--- src/rtl/ssm_pkg.sv ---
package ssm_pkg;

    typedef enum logic [2:0] {
        ST_IDLE  = 3'd0,
        ST_TX_HI = 3'd1,
        ST_TX_LO = 3'd2,
        ST_RX_HI = 3'd3,
        ST_RX_LO = 3'd4
    } ssm_state_t;

    localparam logic [1:0] ADDR_CTRL = 2'd0;
    localparam logic [1:0] ADDR_TRIG = 2'd1;
    localparam logic [1:0] ADDR_DATA = 2'd2;

    localparam int BIT_TX = 0;
    localparam int BIT_RX = 1;

endpackage

--- src/rtl/ssm_clkdiv.sv ---
module ssm_clkdiv #(
    parameter int DIV = 16
) (
    input  logic clk,
    input  logic rst_n,
    input  logic hold,
    input  logic tick,
    output logic fall_evt,
    output logic rise_evt
);
    localparam int CW = $clog2(DIV);
    localparam logic [CW-1:0] HALF_LAST = CW'(DIV / 2 - 1);
    localparam logic [CW-1:0] FULL_LAST = CW'(DIV - 1);

    logic [CW-1:0] cnt_q;

    always_ff @(posedge clk or negedge rst_n) begin
        if (!rst_n) begin
            cnt_q <= '0;
        end else if (hold) begin
            cnt_q <= '0;
        end else if (tick) begin
            cnt_q <= (cnt_q == FULL_LAST) ? '0 : cnt_q + 1'b1;
        end
    end

    assign fall_evt = tick && !hold && (cnt_q == HALF_LAST);
    assign rise_evt = tick && !hold && (cnt_q == FULL_LAST);

endmodule

--- src/rtl/ssm_regif.sv ---
module ssm_regif #(
    parameter int DW = 8
) (
    input  logic          clk,
    input  logic          rst_n,
    input  logic          we,
    input  logic [1:0]    waddr,
    input  logic [DW-1:0] wdata,
    input  logic [1:0]    raddr,
    output logic [DW-1:0] rdata,
    input  logic          tx_busy,
    input  logic          rx_busy,
    input  logic [DW-1:0] data_q,
    output logic          start_tx,
    output logic          start_rx,
    output logic          data_we
);
    import ssm_pkg::*;

    logic tx_en_q;
    logic rx_en_q;
    logic idle;
    logic trig_wr;

    assign idle    = !tx_busy && !rx_busy;
    assign trig_wr = we && (waddr == ADDR_TRIG) && idle;

    always_ff @(posedge clk or negedge rst_n) begin
        if (!rst_n) begin
            tx_en_q <= 1'b0;
            rx_en_q <= 1'b0;
        end else if (we && (waddr == ADDR_CTRL)) begin
            tx_en_q <= wdata[BIT_TX];
            rx_en_q <= wdata[BIT_RX];
        end
    end

    assign start_tx = trig_wr && wdata[BIT_TX] && tx_en_q;
    assign start_rx = trig_wr && wdata[BIT_RX] && rx_en_q && !start_tx;
    assign data_we  = we && (waddr == ADDR_DATA) && idle;

    always_comb begin
        rdata = '0;
        unique case (raddr)
            ADDR_CTRL: begin
                rdata[BIT_TX] = tx_en_q;
                rdata[BIT_RX] = rx_en_q;
            end
            ADDR_TRIG: begin
                rdata[BIT_TX] = tx_busy;
                rdata[BIT_RX] = rx_busy;
            end
            ADDR_DATA: rdata = data_q;
            default:   rdata = '0;
        endcase
    end

endmodule

--- src/rtl/ssm_engine.sv ---
module ssm_engine #(
    parameter int DW = 8
) (
    input  logic          clk,
    input  logic          rst_n,
    input  logic          start_tx,
    input  logic          start_rx,
    input  logic          fall_evt,
    input  logic          rise_evt,
    input  logic          sin,
    input  logic          data_we,
    input  logic [DW-1:0] data_wdata,
    output logic [DW-1:0] data_q,
    output logic          tx_busy,
    output logic          rx_busy,
    output logic          div_hold,
    output logic          sclk,
    output logic          sout,
    output logic          tx_irq,
    output logic          rx_irq
);
    import ssm_pkg::*;

    localparam int BW = (DW > 1) ? $clog2(DW) : 1;
    localparam logic [BW-1:0] LAST_BIT = BW'(DW - 1);

    ssm_state_t state_q, state_d;
    logic [BW-1:0] bit_q;
    logic          last;

    assign last     = (bit_q == LAST_BIT);
    assign tx_busy  = (state_q == ST_TX_HI) || (state_q == ST_TX_LO);
    assign rx_busy  = (state_q == ST_RX_HI) || (state_q == ST_RX_LO);
    assign div_hold = (state_q == ST_IDLE);

    always_ff @(posedge clk or negedge rst_n) begin
        if (!rst_n) state_q <= ST_IDLE;
        else        state_q <= state_d;
    end

    always_comb begin
        state_d = state_q;
        unique case (state_q)
            ST_IDLE: begin
                if (start_tx)      state_d = ST_TX_HI;
                else if (start_rx) state_d = ST_RX_HI;
            end
            ST_TX_HI: if (fall_evt) state_d = ST_TX_LO;
            ST_TX_LO: if (rise_evt) state_d = last ? ST_IDLE : ST_TX_HI;
            ST_RX_HI: if (fall_evt) state_d = ST_RX_LO;
            ST_RX_LO: if (rise_evt) state_d = last ? ST_IDLE : ST_RX_HI;
            default:  state_d = ST_IDLE;
        endcase
    end

    always_ff @(posedge clk or negedge rst_n) begin
        if (!rst_n) begin
            sclk   <= 1'b1;
            sout   <= 1'b0;
            tx_irq <= 1'b0;
            rx_irq <= 1'b0;
            bit_q  <= '0;
            data_q <= '0;
        end else begin
            tx_irq <= 1'b0;
            rx_irq <= 1'b0;
            unique case (state_q)
                ST_IDLE: begin
                    bit_q <= '0;
                    if (data_we) data_q <= data_wdata;
                end
                ST_TX_HI: begin
                    if (fall_evt) begin
                        sclk   <= 1'b0;
                        sout   <= data_q[0];
                        data_q <= {data_q[0], data_q[DW-1:1]};
                    end
                end
                ST_TX_LO: begin
                    if (rise_evt) begin
                        sclk <= 1'b1;
                        if (last) begin
                            tx_irq <= 1'b1;
                            bit_q  <= '0;
                        end else begin
                            bit_q <= bit_q + 1'b1;
                        end
                    end
                end
                ST_RX_HI: begin
                    if (fall_evt) sclk <= 1'b0;
                end
                ST_RX_LO: begin
                    if (rise_evt) begin
                        sclk   <= 1'b1;
                        data_q <= {sin, data_q[DW-1:1]};
                        if (last) begin
                            rx_irq <= 1'b1;
                            bit_q  <= '0;
                        end else begin
                            bit_q <= bit_q + 1'b1;
                        end
                    end
                end
                default: begin
                    sclk <= 1'b1;
                end
            endcase
        end
    end

endmodule

--- src/rtl/ssm_top.sv ---
module ssm_top #(
    parameter int DW  = 8,
    parameter int DIV = 16
) (
    input  logic          clk,
    input  logic          rst_n,
    input  logic          tick_i,
    input  logic          reg_we,
    input  logic [1:0]    reg_waddr,
    input  logic [DW-1:0] reg_wdata,
    input  logic [1:0]    reg_raddr,
    output logic [DW-1:0] reg_rdata,
    input  logic          sin_i,
    output logic          sclk_o,
    output logic          sout_o,
    output logic          tx_irq_o,
    output logic          rx_irq_o
);
    logic          start_tx;
    logic          start_rx;
    logic          data_we;
    logic          tx_busy;
    logic          rx_busy;
    logic          div_hold;
    logic          fall_evt;
    logic          rise_evt;
    logic [DW-1:0] data_q;

    ssm_regif #(.DW(DW)) u_regif (
        .clk      (clk),
        .rst_n    (rst_n),
        .we       (reg_we),
        .waddr    (reg_waddr),
        .wdata    (reg_wdata),
        .raddr    (reg_raddr),
        .rdata    (reg_rdata),
        .tx_busy  (tx_busy),
        .rx_busy  (rx_busy),
        .data_q   (data_q),
        .start_tx (start_tx),
        .start_rx (start_rx),
        .data_we  (data_we)
    );

    ssm_clkdiv #(.DIV(DIV)) u_div (
        .clk      (clk),
        .rst_n    (rst_n),
        .hold     (div_hold),
        .tick     (tick_i),
        .fall_evt (fall_evt),
        .rise_evt (rise_evt)
    );

    ssm_engine #(.DW(DW)) u_eng (
        .clk        (clk),
        .rst_n      (rst_n),
        .start_tx   (start_tx),
        .start_rx   (start_rx),
        .fall_evt   (fall_evt),
        .rise_evt   (rise_evt),
        .sin        (sin_i),
        .data_we    (data_we),
        .data_wdata (reg_wdata),
        .data_q     (data_q),
        .tx_busy    (tx_busy),
        .rx_busy    (rx_busy),
        .div_hold   (div_hold),
        .sclk       (sclk_o),
        .sout       (sout_o),
        .tx_irq     (tx_irq_o),
        .rx_irq     (rx_irq_o)
    );

endmodule

--- config.mk ---
export PLATFORM = sky130hd
export DESIGN_NAME = ssm_top
export DESIGN_NICKNAME = d
export VERILOG_FILES = /design/src/rtl/ssm_pkg.sv /design/src/rtl/ssm_clkdiv.sv /design/src/rtl/ssm_regif.sv /design/src/rtl/ssm_engine.sv /design/src/rtl/ssm_top.sv
export SDC_FILE = /design/constraint.sdc
export NUM_CORES = 1
export LEC_CHECK = 0
export CAP_MARGIN = 15
export CELL_PAD_IN_SITES_DETAIL_PLACEMENT = 1
export CELL_PAD_IN_SITES_GLOBAL_PLACEMENT = 1
export CORE_ASPECT_RATIO = 1.75
export CORE_UTILIZATION = 42
export CTS_CLUSTER_DIAMETER = 120
export DETAILED_ROUTE_END_ITERATION = 6
export PLACE_DENSITY_LB_ADDON = 0.12
export SYNTH_ARGS = -nofsm -noshare
export SYNTH_HDL_FRONTEND = slang
export SYNTH_SLANG_ARGS = --single-unit
--- constraint.sdc ---
create_clock -name clk -period 4.3 [get_ports clk]
set_input_delay 0.86 -clock clk [delete_from_list [all_inputs] [get_ports clk]]
set_output_delay 0.86 -clock clk [all_outputs]
set_load 0.01 [all_outputs]
======== Yosys cells after proc, flatten, opt, wreduce, memory -nomap -nowiden ========
Cells that the tools add are included.
operators by class
  multipliers ............................. 0
  equal/unequal tests ..................... 19
  add/subtract/negate cells ............... 2
  multiplexer cells ....................... 28
  divide/modulo/power cells ............... 0
  shift-type cells ........................ 0
  magnitude comparators ................... 0
  reduce and logical (&&, ||, !) cells .... 33
  bitwise gates (word level) .............. 1
operator list
  cell                   number
  $mux W3                8
  $mux W8                3
  $pmux W8 S3            1
  $pmux W3 S5            1
  $logic_and A1 B1 Y1    14
  $mux W4                3
  $ne A2 B2 Y1 const B   5
  $mux W1                7
  $eq A3 B2 Y1 const B   2
  $eq A3 B3 Y1 const B   2
  $mux W6                1
  $pmux W2 S3            1
  $pmux W3 S2            1
  $reduce_and A5 Y1      1
  $add A4 B1 Y4 const B  1
  $eq A2 B1 Y1 const B   2
  $eq A2 B2 Y1 const B   2
  $eq A4 B3 Y1 const B   1
  $eq A4 B4 Y1 const B   1
  $logic_not A1 Y1       4
  $logic_not A2 Y1       2
  $ne A2 B1 Y1 const B   2
  $reduce_and A2 Y1      2
  $reduce_and A4 Y1      1
  12 further kinds       15
word-level totals
  RAM bits ................................ 0
  output and inout bits ................... 12
  register bits ........................... 24
  memories kept ........................... 0
  ROM bits ................................ 0
  bits of input ports ..................... 17
  word-level logic and storage cells ...... 93
  latch bits .............................. 0

======== Logic depth before layout (Yosys ltp) ========
Gate-level depths: netlist of the first run.
  word-level depth ........................ 12
  depth in mapped cells ................... 6

======== Cells and area by module ========
Synthesis of the first run repeated with hierarchy kept, for this count alone.
unflattened totals
  cells, all modules ...................... 156
  area total of the unflattened synthesis .. 1,511.4 um2
by module, submodules not included
  module      cells an instance  sequential area each (um2)  area each (um2)  times used
  ssm_engine  108                451.7                       1,064.8          1
  ssm_regif   25                 50.0                        229.0            1
  ssm_clkdiv  23                 100.1                       217.7            1

======== Worst setup path after synthesis of the first run ========
OpenSTA, ideal clock, no wires.
  path type ............................... reg-to-output
  start point ............................. register u_eng.state_q[1]
  end point ............................... output port reg_rdata[1]
  data arrival time ....................... 1.378 ns
  slack ................................... 2.062 ns
  stages on the path, launching flop included .. 7
  required time ........................... 3.440 ns
  cell sequence ........................... dfrtp_1 -> clkbuf_1 -> buf_1 -> nand2_1 -> o22ai_1 -> nand3b_1 -> o21ai_0
on the way
  cells in the longest elaborated chain, start to end .. 3
  elaborated cells on any way between the ends .. 4
  those cells by class .................... eq/ne: 2; mux: 1; reduce/logical: 1
RTL lines
  element                                              line              RTL
  from (decl)                                          ssm_engine.sv:27  ssm_state_t state_q, state_d;
  from (signal assigned)                               ssm_engine.sv:38  else state_q <= state_d;
  $eq A3 B2 Y1 / $eq A3 B3 Y1 (equally long branches)  ssm_engine.sv:33  assign rx_busy = (state_q == ST_RX_HI) || (state_q == ST_RX_LO);
  $logic_or A1 B1 Y1 *                                 ssm_engine.sv:33
  $pmux W2 S3 *                                        ssm_regif.sv:44   unique case (raddr)
  to (decl)                                            ssm_top.sv:12     output logic [DW-1:0] reg_rdata,
Mark *: on every way between the ends. The rest lies on a longest branch, timed or not.

======== Worst setup path in the final report of the first run ========
  start point ............................. input port reg_raddr[1]
  end point ............................... output port reg_rdata[7]
on the way
  cells in the longest elaborated chain, start to end .. 2
RTL lines
  element       line             RTL
  from (decl)   ssm_top.sv:11    input logic [1:0] reg_raddr,
  $eq A2 B2 Y1  ssm_regif.sv:44
  $mux W6       ssm_regif.sv:44
No other way between the ends.

==> out/results.txt, run 1 <==
number of global-route vias before repair: 1339
Die Wd: 46.4 um
final setup TNS: 0 ns
Ant. Diodes: 0
total CTS buffers: 3
Area Growth Syn to Fin: 27.3%
DRC viols: 0
FF-to-FF End: u_eng.data_q[7]
Worst setup startpoint: reg_raddr[1]
CTS resizes: 0
Final Hold Viols: 0
DRT antenna net count: 0
clock sink total: 24
CTS tree: done
PD cells: 528 nW/um^2
DP Cell Count: 211
worst skew pair latency: 0.27 ns
Crit path arrival time: 2.50 ns
Ys Warns: 0
Post-Syn Area: 1450 um^2
most common cell after layout, fill and taps aside: clkdlybuf4s50_1
die area: 3690 um^2
slew margin rel.: 50.3%
antenna violations before repair: 0
Max Slew Vio Count: 0
Syn Nets: 167
root buffer cell: clkbuf_8
Leak: 0.000761 uW
Via density: 5.70
Peak VDD IR: 0.283 mV
reg2reg start: u_div.cnt_q[0]
sequential cell area fraction in the yosys report: 41.6%
hold path cells: 1
RSZ-0062 raised after global routing: no
Clock Pin Slew Worst Setup and Hold Paths: 0.09 ns
# hold bufs at CTS: 0
Crit Path Category: input pin to output port
clock tree buffer depth: 2
pin count of the biggest net entering global routing: 25
hold endpoint: u_eng.sout
R2R setup slack: 1.63 ns
startpoint types: input pin
Hold Crit Start: u_eng.sout
IO buf count: 28
DP HPWL: 2.73 mm
Site Rows: 27
H-tree levels: 1
most frequent cells in the layout: clkdlybuf4s50_1 (28), dfrtp_1 (23), mux2_2 (18)
Routed WL per cell: 16.9 um
Worst Clk Skew: 0.00788 ns
FILL cells: 366
layout cells sized above 1: 15.6%
total wire length: 3.66 mm
GRT overflow: 0
Pre-antenna DRT Iters: 4
Synth cell types: 40
r2r worst-path depth: 5
post-CTS setup buffer count: 0
endpoint class of the critical path: output port
outcome: completed
I/O pins: 29
fmax: 0.297 GHz
count of nets after finishing: 194
Req. time, crit path: 3.44 ns
1st-iter DRT viols: 10
Setup Viol. Count Final: 0
GRT Util Overall: 22.8%
Min-Delay Path Class: flop to flop
first-pass GRT wire length: 6.14 mm
maxcap violations: 0
synthesized area per cell: 9.84 um^2
via count: 1232
Initial Utilization: 45.1%
Synth Instances: 147
min Tclk post-route: 3.36 ns
CORE AREA: 3210 um^2
Yosys reg bits: 24
Worst Tran Pin Value: 0.746 ns
gpl congestion: 0.771
Die Ht: 79.6 um
critical path fanouts, max: 6
fin cells: 216
period utilization: 78.2%
[state kept, by name (all words and copies together), names as in the netlist]
| register | flops |
|---|---|
| u_eng.data_q | 8 |
| u_div.cnt_q | 4 |
| u_eng.bit_q | 3 |
| u_eng.state_q | 3 |
| u_eng.rx_irq | 1 |
| u_eng.sclk | 1 |
| u_eng.sout | 1 |
| u_eng.tx_irq | 1 |
| u_regif.rx_en_q | 1 |
| u_regif.tx_en_q | 1 |
[logic make-up after synthesis]
group | Yosys count | synth area share (%)
adders and majority gates | 3 | 2.60
AOI/OAI and AO/OA | 33 | 15.7
buffers and inverters | 11 | 3.03
xor gates and xnor gates | 3 | 1.82
DFF | 24 | 41.6
and+or+nand+nor | 52 | 19.1
muxes | 21 | 16.1
[Yosys cell counts]
| library cell | count | area, um^2 |
|---|---|---|
| a311oi_1 | 1 | 8.76 |
| ha_1 | 3 | 37.5 |
| xnor2_1 | 1 | 8.76 |
| and2_1 | 6 | 37.5 |
| nand4_1 | 1 | 6.26 |
| a22oi_1 | 3 | 22.5 |
| nor3b_1 | 1 | 7.51 |
| or3_1 | 1 | 6.26 |
| a211oi_1 | 1 | 7.51 |
| o211ai_1 | 1 | 7.51 |
| mux2_2 | 18 | 203 |
| nand4b_1 | 2 | 17.5 |
| o31ai_1 | 1 | 7.51 |
| dfrtp_1 | 23 | 576 |
| nor3_1 | 6 | 30.0 |
| a32oi_1 | 1 | 8.76 |
| xor2_1 | 2 | 17.5 |
| o22ai_1 | 2 | 12.5 |
| o22a_1 | 2 | 17.5 |
| nand3b_1 | 3 | 22.5 |
| clkbuf_1 | 4 | 15.0 |
| nand2_1 | 9 | 33.8 |
| nor4bb_1 | 1 | 10.0 |
| a21o_1 | 1 | 7.51 |
| a2111oi_0 | 1 | 8.76 |
| nand4bb_1 | 1 | 11.3 |
| nor2b_1 | 1 | 6.26 |
| or2_2 | 1 | 6.26 |
| dfstp_2 | 1 | 26.3 |
| mux2i_1 | 3 | 30.0 |
| nor2_1 | 13 | 48.8 |
| nand2b_1 | 2 | 12.5 |
| buf_2 | 2 | 10.0 |
| a21oi_1 | 7 | 35.0 |
| o21bai_1 | 1 | 7.51 |
| inv_1 | 3 | 11.3 |
| buf_1 | 2 | 7.51 |
| nand3_1 | 4 | 20.0 |
| a221oi_4 | 1 | 26.3 |
| o21ai_0 | 10 | 50.1 |
[final cells by class]
cell class              instances  area, um^2  share of cell area (%)
inverters                       3        11.3                   0.611
repair buffers                 30         303                    16.4
clock inverters                 1        30.0                    1.63
clock buffers                   3        41.3                    2.24
multi-input cells             112         801                    43.5
well taps                      43        53.8                    2.92
flip-flops and latches         24         602                    32.7
[worst max path at each step]
stage | end | cells past startpoint
6_report | reg_rdata[7] | 4
5_1_grt | reg_rdata[5] | 4
4_1_cts | reg_rdata[7] | 4
3_5_place_dp | u_eng.data_q[7] | 5
3_3_place_gp | u_eng.data_q[7] | 5
2_1_floorplan | reg_rdata[1] | 6
[report_power, final]
part	switching [uW]	internal [uW]
sequential	94.7	305
clock	73.7	124
combinational	173	202
total	341	631
[through the flow]
step	power [uW]	area, um^2	worst slack (ns)	utilization [%]	hold slack (ns)
floorplan	634	1450	2.06	-	0.474
global placement	749	1760	0.974	54.7	0.495
detailed placement	781	1760	0.890	54.7	0.502
CTS	986	1830	0.903	56.9	0.533
global route	1040	1840	0.830	57.4	0.552
finish	972	1840	0.937	57.4	0.525
[worst max-delay path, cell delays in order]
cell,delay [ns]
clkdlybuf4s50_1,0.57
nor2b_1,0.34
and2_1,0.18
clkdlybuf4s50_1,0.54
[per-layer routing]
layer / track usage (%) / part of all wire [%] / vias up
met5: 0 / 0 / -
met4: 6.18 / 0.85 / 0
met3: 2.04 / 2.6 / 4
met2: 42.8 / 59 / 22
met1: 25.3 / 38 / 618
li1: - / - / 588
No activity file was read; power rests on OpenSTA's default activity.
==> run 2, diff against run 1 <==
--- a/config.mk
+++ b/config.mk
@@ -9,7 +9,7 @@
 export CELL_PAD_IN_SITES_DETAIL_PLACEMENT = 1
 export CELL_PAD_IN_SITES_GLOBAL_PLACEMENT = 1
 export CORE_ASPECT_RATIO = 1.75
-export CORE_UTILIZATION = 42
+export CORE_UTILIZATION = 39
 export CTS_CLUSTER_DIAMETER = 120
 export DETAILED_ROUTE_END_ITERATION = 6
 export PLACE_DENSITY_LB_ADDON = 0.12
==> constraint.sdc (replaced) <==
create_clock -name clk -period 3.2 [get_ports clk]
set_input_delay 0.64 -clock clk [delete_from_list [all_inputs] [get_ports clk]]
set_output_delay 0.64 -clock clk [all_outputs]
set_load 0.01 [all_outputs]
==> run 2 against run 1 <==
Non-clock buffer count grew 2. Register-to-register slack got worse by 0.85 ns. Wire length rose by 3.4%. Critical path depth did not move. Count of clock-buffer cells in the layout grew 1. Combinational power rose by 34%.
==> out/results.txt, run 2 (synthesis gave the netlist of run 1 again) <==
Worst Clk Skew: 0.00415 ns (-0.00373 ns)
Crit path arrival time: 2.26 ns (-0.24 ns)
DRC viols: 0 (unchanged)
Die Ht: 82.6 um (+3.7%)
post-CTS setup buffer count: 0 (unchanged)
gpl congestion: 0.813 (+5.6%)
RSZ-0062 raised after global routing: no
Final Hold Viols: 0 (unchanged)
power consumption: 1230 uW (+26%)
most common cell after layout, fill and taps aside: clkdlybuf4s50_1
Regs by FF count: u_eng.data_q (8), u_div.cnt_q (4)
outcome: completed
H-tree levels: 1 (unchanged)
die area: 3970 um^2 (+7.4%)
CTS resizes: 0 (unchanged)
Crit Path Category: input pin to output port
slew margin rel.: 54.5% (+4.3 points)
Pre-antenna DRT Iters: 4 (unchanged)
1st-iter DRT viols: 15 (+5)
Area Growth Syn to Fin: 26.2%
Max Slew Vio Count: 0 (unchanged)
Routed WL per cell: 17.2 um (+1.6%)
first-pass GRT wire length: 6.11 mm (-0.46%)
Biggest register: u_eng.data_q
Ant. Diodes: 0 (unchanged)
Die Wd: 48.0 um (+3.6%)
total CTS buffers: 3 (unchanged)
Leak: 0.000755 uW (-0.79%)
DRT antenna net count: 0 (unchanged)
Min-Delay Path Class: flop to flop
clock tree buffer depth: 2 (unchanged)
Hold Slack: 0.519 ns (-0.00640 ns)
endpoint class of the critical path: output port
FILL cells: 401 (+9.6%)
pin count of the biggest net entering global routing: 25 (unchanged)
Via density: 5.75 (+0.73%)
layout cells sized above 1: 16.0% (+0.39 points)
number of global-route vias before repair: 1334 (-0.37%)
DP HPWL: 2.94 mm (+7.8%)
fin cells: 220 (+1.9%)
area of the multi-input gates: 801 um^2 (unchanged)
antenna violations before repair: 0 (unchanged)
critical path fanouts, max: 6 (unchanged)
period utilization: 90.5%
most frequent cells in the layout: clkdlybuf4s50_1 (28), dfrtp_1 (23), mux2_2 (18)
via count: 1264 (+2.6%)
count of nets after finishing: 196 (+1.0%)
clock sink total: 24 (unchanged)
root buffer cell: clkbuf_8
total wire length: 3.79 mm (+3.4%)
Core Util, Final: 52.6% (-4.8 points)
CTS tree: done
max reg flops: 8 (unchanged)
worst skew pair latency: 0.27 ns (about the same)
GRT Util Overall: 21.6% (-1.2 points)
fmax: 0.345 GHz
startpoint types: input pin
final setup TNS: 0 ns (unchanged)
IO buf count: 28 (unchanged)
Initial Utilization: 41.7% (-3.4 points)
CORE AREA: 3470 um^2 (+8.1%)
PD cells: 672 nW/um^2 (+27%)
Clock Pin Slew Worst Setup and Hold Paths: 0.08 ns (about the same)
Peak VDD IR: 0.343 mV (+21%)
Setup Viol. Count Final: 0 (unchanged)
GRT overflow: 0 (unchanged)
Worst Tran Pin Value: 0.682 ns (-0.0640 ns)
DP Cell Count: 216 (+2.4%)
Req. time, crit path: 2.56 ns (-0.88 ns)
# hold bufs at CTS: 0 (unchanged)
register area: 602 um^2 (unchanged)
Site Rows: 28 (+3.7%)
I/O pins: 29 (unchanged)
maxcap violations: 0 (unchanged)
min Tclk post-route: 2.90 ns
[run 2: cell count changes in the layout (fill, tap and decap cells not counted)]
cell,previous run,this run
buf_4,1,4
buf_8,1,0
bufinv_16,1,0
clkbuf_1,0,1
[run 2: critical path, stage by stage]
cell	delay, ns
clkdlybuf4s50_1	0.57
nor2b_1	0.33
and2_1	0.18
clkdlybuf4s50_1	0.53
[run 2: layout make-up]
type	count	area share [%]
timing repair buffer	32	17.0
inverter	3	0.617
clock buffer	4	2.47
tap	45	3.08
multi-input combinational	112	43.9
sequential	24	33.0
[run 2: final timing paths]
| path | from | end | slack (ns) | depth (start not counted) |
|---|---|---|---|---|
| min in group asynchronous | rst_n | u_div.cnt_q[3] | 0.72 | 2 |
| hold / removal | u_eng.bit_q[1] | u_eng.bit_q[1] | 0.52 | 1 |
| hold reg to reg | u_eng.bit_q[1] | u_eng.bit_q[1] | 0.52 | 1 |
| setup reg to reg | u_eng.state_q[0] | u_eng.data_q[7] | 0.78 | 4 |
| max in group asynchronous | rst_n | u_eng.sclk | 2.18 | 2 |
| setup / recovery | reg_raddr[1] | reg_rdata[6] | 0.30 | 4 |
[run 2: per-layer routing]
metal | part of all wire, % | global-route usage [%] | vias to the layer above
li1 | - | - | 593
met1 | 38 | 23.7 | 635
met2 | 58 | 39.1 | 28
met3 | 2.1 | 3.04 | 8
met4 | 1.7 | 8.89 | 0
met5 | 0 | 0 | -
[run 2: where the power goes]
part           leakage [uW]  switching [uW]  internal, uW
logic              0.000430             233           269
registers          0.000302             127           411
clock network     0.0000228            98.0          89.1
total              0.000755             457           769
[run 2: through the flow]
stage,instance area [um^2],worst slack [ns]
finish,1830,0.305
global route,1830,0.192
floorplan,1450,1.18
global placement,1780,0.334
detailed placement,1780,0.292
CTS,1830,0.296
